File: config.mk
export PLATFORM = sky130hd
export DESIGN_NAME = hybrid_dac
export DESIGN_NICKNAME = d
export VERILOG_FILES = /design/src/rtl/hdac_pkg.sv /design/src/rtl/frame_timer.sv /design/src/rtl/noise_shaper.sv /design/src/rtl/pwm_stage.sv /design/src/rtl/hybrid_dac.sv
export SDC_FILE = /design/constraint.sdc
export NUM_CORES = 1
export LEC_CHECK = 0
export CORE_MARGIN = 2
export CORE_UTILIZATION = 44
export CTS_CLUSTER_SIZE = 10
export DETAILED_ROUTE_END_ITERATION = 10
export GPL_ROUTABILITY_DRIVEN = 0
export PLACE_DENSITY_LB_ADDON = 0.05
export SLEW_MARGIN = 40
export SYNTH_ARGS = -nofsm -noshare
export SYNTH_HDL_FRONTEND = slang
export SYNTH_SLANG_ARGS = --single-unit
File: constraint.sdc
create_clock -name clk -period 6.8 [get_ports clk]
set_input_delay 1.36 -clock clk [delete_from_list [all_inputs] [get_ports clk]]
set_output_delay 1.36 -clock clk [all_outputs]
set_load 0.02 [all_outputs]
File: src/rtl/hdac_pkg.sv
// hdac_pkg: shared default widths for the noise-shaped PWM DAC.
// Assumes: all modules derive their local sizes from these defaults.
package hdac_pkg;
    parameter int unsigned DEF_SAMPLE_W = 15;
    parameter int unsigned DEF_DUTY_W   = 5;
    parameter int unsigned DEF_SCHED_W  = 8;
endpackage

File: src/rtl/frame_timer.sv
// frame_timer: free-running slot counter; one frame is 2**DUTY_W clocks.
// Assumes: frame_end_o marks the last slot, on which the duty is renewed.
module frame_timer #(
    parameter int unsigned DUTY_W = hdac_pkg::DEF_DUTY_W
) (
    input  logic              clk,
    input  logic              rst_n,
    output logic [DUTY_W-1:0] slot_o,
    output logic              frame_end_o
);
    logic [DUTY_W-1:0] slot_q;

    // Advance the slot index, wrapping at the end of a frame.
    always_ff @(posedge clk) begin
        if (!rst_n) slot_q <= '0;
        else        slot_q <= slot_q + 1'b1;
    end

    assign slot_o      = slot_q;
    assign frame_end_o = &slot_q;

    assert_wrap_R2: assert property (@(posedge clk) disable iff (!rst_n)
        frame_end_o |=> (slot_o == '0));
endmodule

File: src/rtl/noise_shaper.sv
// noise_shaper: first-order error feedback from SAMPLE_W to DUTY_W bits,
// updated once per frame, with saturation and an optional periodic
// residue clear. Assumes frame_end_i is high for one clock per frame.
module noise_shaper #(
    parameter int unsigned SAMPLE_W = hdac_pkg::DEF_SAMPLE_W,
    parameter int unsigned DUTY_W   = hdac_pkg::DEF_DUTY_W,
    parameter int unsigned SCHED_W  = hdac_pkg::DEF_SCHED_W
) (
    input  logic                clk,
    input  logic                rst_n,
    input  logic                frame_end_i,
    input  logic [SAMPLE_W-1:0] sample_i,
    input  logic                clr_en_i,
    input  logic [SCHED_W-1:0]  clr_interval_i,
    output logic [DUTY_W-1:0]   duty_o
);
    localparam int unsigned RES_W = SAMPLE_W - DUTY_W;
    localparam int unsigned SUM_W = SAMPLE_W + 1;

    logic [RES_W-1:0]   residue_q;
    logic [DUTY_W-1:0]  duty_q;
    logic [SCHED_W-1:0] fcnt_q;
    logic [SUM_W-1:0]   sum;
    logic               ovf;
    logic [DUTY_W-1:0]  duty_nx;
    logic [RES_W-1:0]   res_nx;
    logic               sched_on;
    logic               clr_fire;

    // Form the sum and split it, saturating when it leaves the sample range.
    always_comb begin
        sum      = {1'b0, sample_i} + {{(SUM_W-RES_W){1'b0}}, residue_q};
        ovf      = sum[SUM_W-1];
        duty_nx  = ovf ? '1 : sum[SAMPLE_W-1:RES_W];
        res_nx   = ovf ? '1 : sum[RES_W-1:0];
        sched_on = clr_en_i && (clr_interval_i != '0);
        clr_fire = sched_on && (fcnt_q >= (clr_interval_i - 1'b1));
    end

    // Latch the duty and residue at the frame boundary only.
    always_ff @(posedge clk) begin
        if (!rst_n) begin
            duty_q    <= '0;
            residue_q <= '0;
        end else if (frame_end_i) begin
            duty_q    <= duty_nx;
            residue_q <= clr_fire ? '0 : res_nx;
        end
    end

    // Count frame updates toward the next scheduled residue clear.
    always_ff @(posedge clk) begin
        if (!rst_n || !sched_on) fcnt_q <= '0;
        else if (frame_end_i)    fcnt_q <= clr_fire ? '0 : fcnt_q + 1'b1;
    end

    assign duty_o = duty_q;

    assert_duty_hold_R4: assert property (@(posedge clk) disable iff (!rst_n)
        !$past(frame_end_i) |-> $stable(duty_q));
    assert_saturate_R6: assert property (@(posedge clk) disable iff (!rst_n)
        (frame_end_i && ovf) |=> (duty_q == '1));
    assert_clear_R7: assert property (@(posedge clk) disable iff (!rst_n)
        (frame_end_i && clr_fire) |=> (residue_q == '0));
    assert_sched_idle_R8: assert property (@(posedge clk) disable iff (!rst_n)
        !sched_on |=> (fcnt_q == '0));
endmodule

File: src/rtl/pwm_stage.sv
// pwm_stage: registered comparator; the pin is high while slot < duty.
// Assumes: duty changes only at the frame boundary, so no frame is split.
module pwm_stage #(
    parameter int unsigned DUTY_W = hdac_pkg::DEF_DUTY_W
) (
    input  logic              clk,
    input  logic              rst_n,
    input  logic [DUTY_W-1:0] slot_i,
    input  logic [DUTY_W-1:0] duty_i,
    output logic              pwm_o
);
    logic pwm_q;

    // Register the compare result so the pin is glitch-free.
    always_ff @(posedge clk) begin
        if (!rst_n) pwm_q <= 1'b0;
        else        pwm_q <= (slot_i < duty_i);
    end

    assign pwm_o = pwm_q;

    assert_reset_low_R1: assert property (@(posedge clk)
        $past(!rst_n) |-> !pwm_q);
    assert_last_slot_low_R2: assert property (@(posedge clk) disable iff (!rst_n)
        (slot_i == '0) |-> !pwm_q);
    assert_rise_at_start_R2: assert property (@(posedge clk) disable iff (!rst_n)
        $rose(pwm_q) |-> (slot_i == 1));
endmodule

File: src/rtl/hybrid_dac.sv
// hybrid_dac: noise-shaped PWM audio DAC top. A frame timer paces a
// first-order quantiser that feeds a constant-period PWM pin.
// Assumes: an external analogue filter follows pwm_out.
module hybrid_dac #(
    parameter int unsigned SAMPLE_W = hdac_pkg::DEF_SAMPLE_W,
    parameter int unsigned DUTY_W   = hdac_pkg::DEF_DUTY_W,
    parameter int unsigned SCHED_W  = hdac_pkg::DEF_SCHED_W
) (
    input  logic                clk,
    input  logic                rst_n,
    input  logic [SAMPLE_W-1:0] sample_in,
    input  logic                clr_en,
    input  logic [SCHED_W-1:0]  clr_interval,
    output logic                pwm_out
);
    logic [DUTY_W-1:0] slot;
    logic              frame_end;
    logic [DUTY_W-1:0] duty;

    frame_timer #(.DUTY_W(DUTY_W)) u_timer (
        .clk(clk), .rst_n(rst_n), .slot_o(slot), .frame_end_o(frame_end)
    );

    noise_shaper #(.SAMPLE_W(SAMPLE_W), .DUTY_W(DUTY_W), .SCHED_W(SCHED_W)) u_shaper (
        .clk(clk), .rst_n(rst_n), .frame_end_i(frame_end), .sample_i(sample_in),
        .clr_en_i(clr_en), .clr_interval_i(clr_interval), .duty_o(duty)
    );

    pwm_stage #(.DUTY_W(DUTY_W)) u_pwm (
        .clk(clk), .rst_n(rst_n), .slot_i(slot), .duty_i(duty), .pwm_o(pwm_out)
    );
endmodule

==> flow_summary_export.csv <==
group,metric,value,unit
layout,most-common-layout-cells,"dfxtp_1, ha_1, clkdlybuf4s50_1",
power_and_ir_drop,power_density,151.5,nW/um2
grt,grt_max_degree,18,
worst_setup_path,cp.arrival,3900,ps
synth,synth_top_area_share,27.36,%
die,coreArea,4692,um2
clocking,clockBufferDepth,2,
worst_hold_path,worstHoldPathCells,1,
synth,synth-seq-cells,29,
placed_design,dp_hpwl,3.312,mm
placed_design,post-place-ws,2728,ps
layout,diodes,0,
route,first_pass_iters,4,
sta,fmax,267.3,MHz
clocking,clk_pin_slew,60,ps
grt,met1_usage,23.47,%
clocking,clock_latency,270,ps
sta,tns,0,ps
synth,synth_top_area_cell,"dfxtp_1",
synth,synthesis.area,2122,um2
die,start_util,45.23,%
route,drtIter0Drc,61,
worst_setup_path,rr_worst_depth,8,
die,die_y,73.45,um
route,drc_errors,0,
clocking,hold_buffers,0,
die,die_w,73.45,um
grt,grtUsageMet2,27.88,%
layout,design_area,2512,um2
synth,yosysUniqueCellTypes,52,
grt,use_met3,2.881,%
grt,antenna_found_initial,0,
clocking,cts_resized,0,
placed_design,place_area,2407,um2
clocking,cts-root-buf,"clkbuf_8",
layout,layout_commonest_cell,"dfxtp_1",
grt,gr-total-overflow,0,
flow_run,cap_violations,0,
route,avgViaCountPerCell,5.308,
worst_hold_path,hp-class,"reg -> reg",
worst_setup_path,required,6960,ps
layout,fin_util,53.55,%
synth,postSynthCellCount,251,
synth,syn_nets,305,
clocking,cts.sinks,29,
sta,fin_crit_sh,55.02,%
die,die_area,5394,um2
power_and_ir_drop,p_leak,0.9855,nW
clocking,tritoncts,"built",
route,via_count,1757,
sta,period_minus_slack,3741,ps
die,num_rows,25,
sta,slew_headroom,61.18,%
grt,grt_pass1_vias,1674,
grt,grt_usage,17.28,%
sta,skew,4.439,ps
clocking,htreeDepth,2,
power_and_ir_drop,vdd_drop_max,0.00006113,V
sta,hold_violations,0,
sta,rsz0062_at_grt,"no",
layout,area_growth,18.40,%
worst_setup_path,cp-end-kind,"flip-flop",
die,ios,27,
synth,synth_flop_cell,"dfxtp_1",
route,totalWireLength,4.203,mm
route,wl_per_cell,12.70,um
layout,final_layout_size_suffix_gt1_share,7.220,%
grt,grt.busiest_layer,"met2",
clocking,cts_setup_buffers,0,
sta,setup_slack,3059,ps
worst_setup_path,crit_type,"in -> reg",
power_and_ir_drop,fin_total_pwr,0.0003805,W
layout,layout.nets,330,
route,ant_nets,0,
synth,synth_edf_count,0,
worst_setup_path,startpoint_type,"input pin",
placed_design,io_buffers,26,
synth,ys_warn_count,0,
worst_setup_path,worst-path-max-fanout,12,
sta,slew_violations,0,
grt,grt_pass1_wl,7.438,mm
synth,yosysSeqAreaShare,27.36,%
sta,setup_viol,0,
sta,worst_pin_slew,581.7,ps
clocking,cts_made_buffers,5,
run_status,status,"complete, no violations",
synth,synth_area_leaders,"dfxtp_1, ha_1, xnor2_1",
layout,nFillCells,464,
synth,syn_avg_cell_area,8.454,um2
synth,synthArstFlopShare,0,%
state kept, by name, indices dropped and copies added (netlist names):
name,cells
u_shaper.residue_q,10
u_shaper.duty_o,5
u_timer.slot_o,5
u_shaper.fcnt_q,8
u_pwm.pwm_o,1
final cells by class:
| cell class | count | area (um2) | share of cell area (%) |
|---|---|---|---|
| multi-input cells | 201 | 1454 | 57.87 |
| flip-flops and latches | 29 | 580.6 | 23.11 |
| repair buffers | 26 | 260.3 | 10.36 |
| inverters | 13 | 48.80 | 1.942 |
| clock inverters | 1 | 5.005 | 0.1992 |
| clock buffers | 7 | 96.34 | 3.835 |
| well taps | 54 | 67.56 | 2.689 |
logic make-up (layout without fill, tap and decap cells):
| group | count (synthesis) | after routing | share of synthesized area, % |
|---|---|---|---|
| AOI/OAI and AO/OA | 66 | 66 | 20.93 |
| buffers and inverters | 21 | 47 | 4.304 |
| DFF | 29 | 29 | 27.36 |
| muxes | 3 | 3 | 1.415 |
| and+or+nand+nor | 82 | 82 | 20.05 |
| xor gates and xnor gates | 22 | 22 | 9.080 |
| adders and majority gates | 28 | 28 | 16.86 |
synthesized netlist by cell type, types with 5 or more instances:
library cell,number
nor2_1,22
o21ai_1,13
xor2_1,9
o21ai_0,8
xnor2_1,13
dfxtp_1,29
ha_1,27
inv_1,12
nand3_1,5
nand2_1,19
a21oi_1,22
worst paths after layout:
kind	startpoint	endpoint	slack, ps
max	clr_interval[0]	u_shaper.residue_q[9]$_SDFFE_PN0P_	3060
min	u_timer.slot_o[0]$_SDFF_PN0_	u_timer.slot_o[0]$_SDFF_PN0_	460
max reg2reg	u_shaper.residue_q[0]$_SDFFE_PN0P_	u_shaper.duty_o[2]$_SDFFE_PN0P_	4520
min reg2reg	u_timer.slot_o[0]$_SDFF_PN0_	u_timer.slot_o[0]$_SDFF_PN0_	460
stage by stage:
stage	hold slack [ps]	instances
finish	462.7	331
global route	496.4	331
CTS	463.7	331
detailed placement	446.5	323
global placement	448.5	323
floorplan	425.2	251
routing by layer:
layer  share of wire, %  vias to the layer above
li1                   -                      946
met1                 50                      792
met2                 47                       15
met3                1.9                        4
met4               0.98                        0
met5                  0                        -
critical path, stage by stage:
cell	delay, ps
clkdlybuf4s50_1	450
inv_1	150
ha_1	200
inv_1	60
or3_1	330
xor2_1	160
ha_1	270
nand2_1	50
nor3_1	160
a21oi_1	100
o21a_1	310
o21ai_0	240
nor2_1	60
where the power goes:
group / internal (W) / switching [W] / total (W)
logic: 0.0000286 / 0.0000248 / 0.0000534
clock network: 0.0000913 / 0.0000623 / 0.000154
registers: 0.000172 / 0.00000153 / 0.000174
No activity file was read; power rests on OpenSTA's default activity.
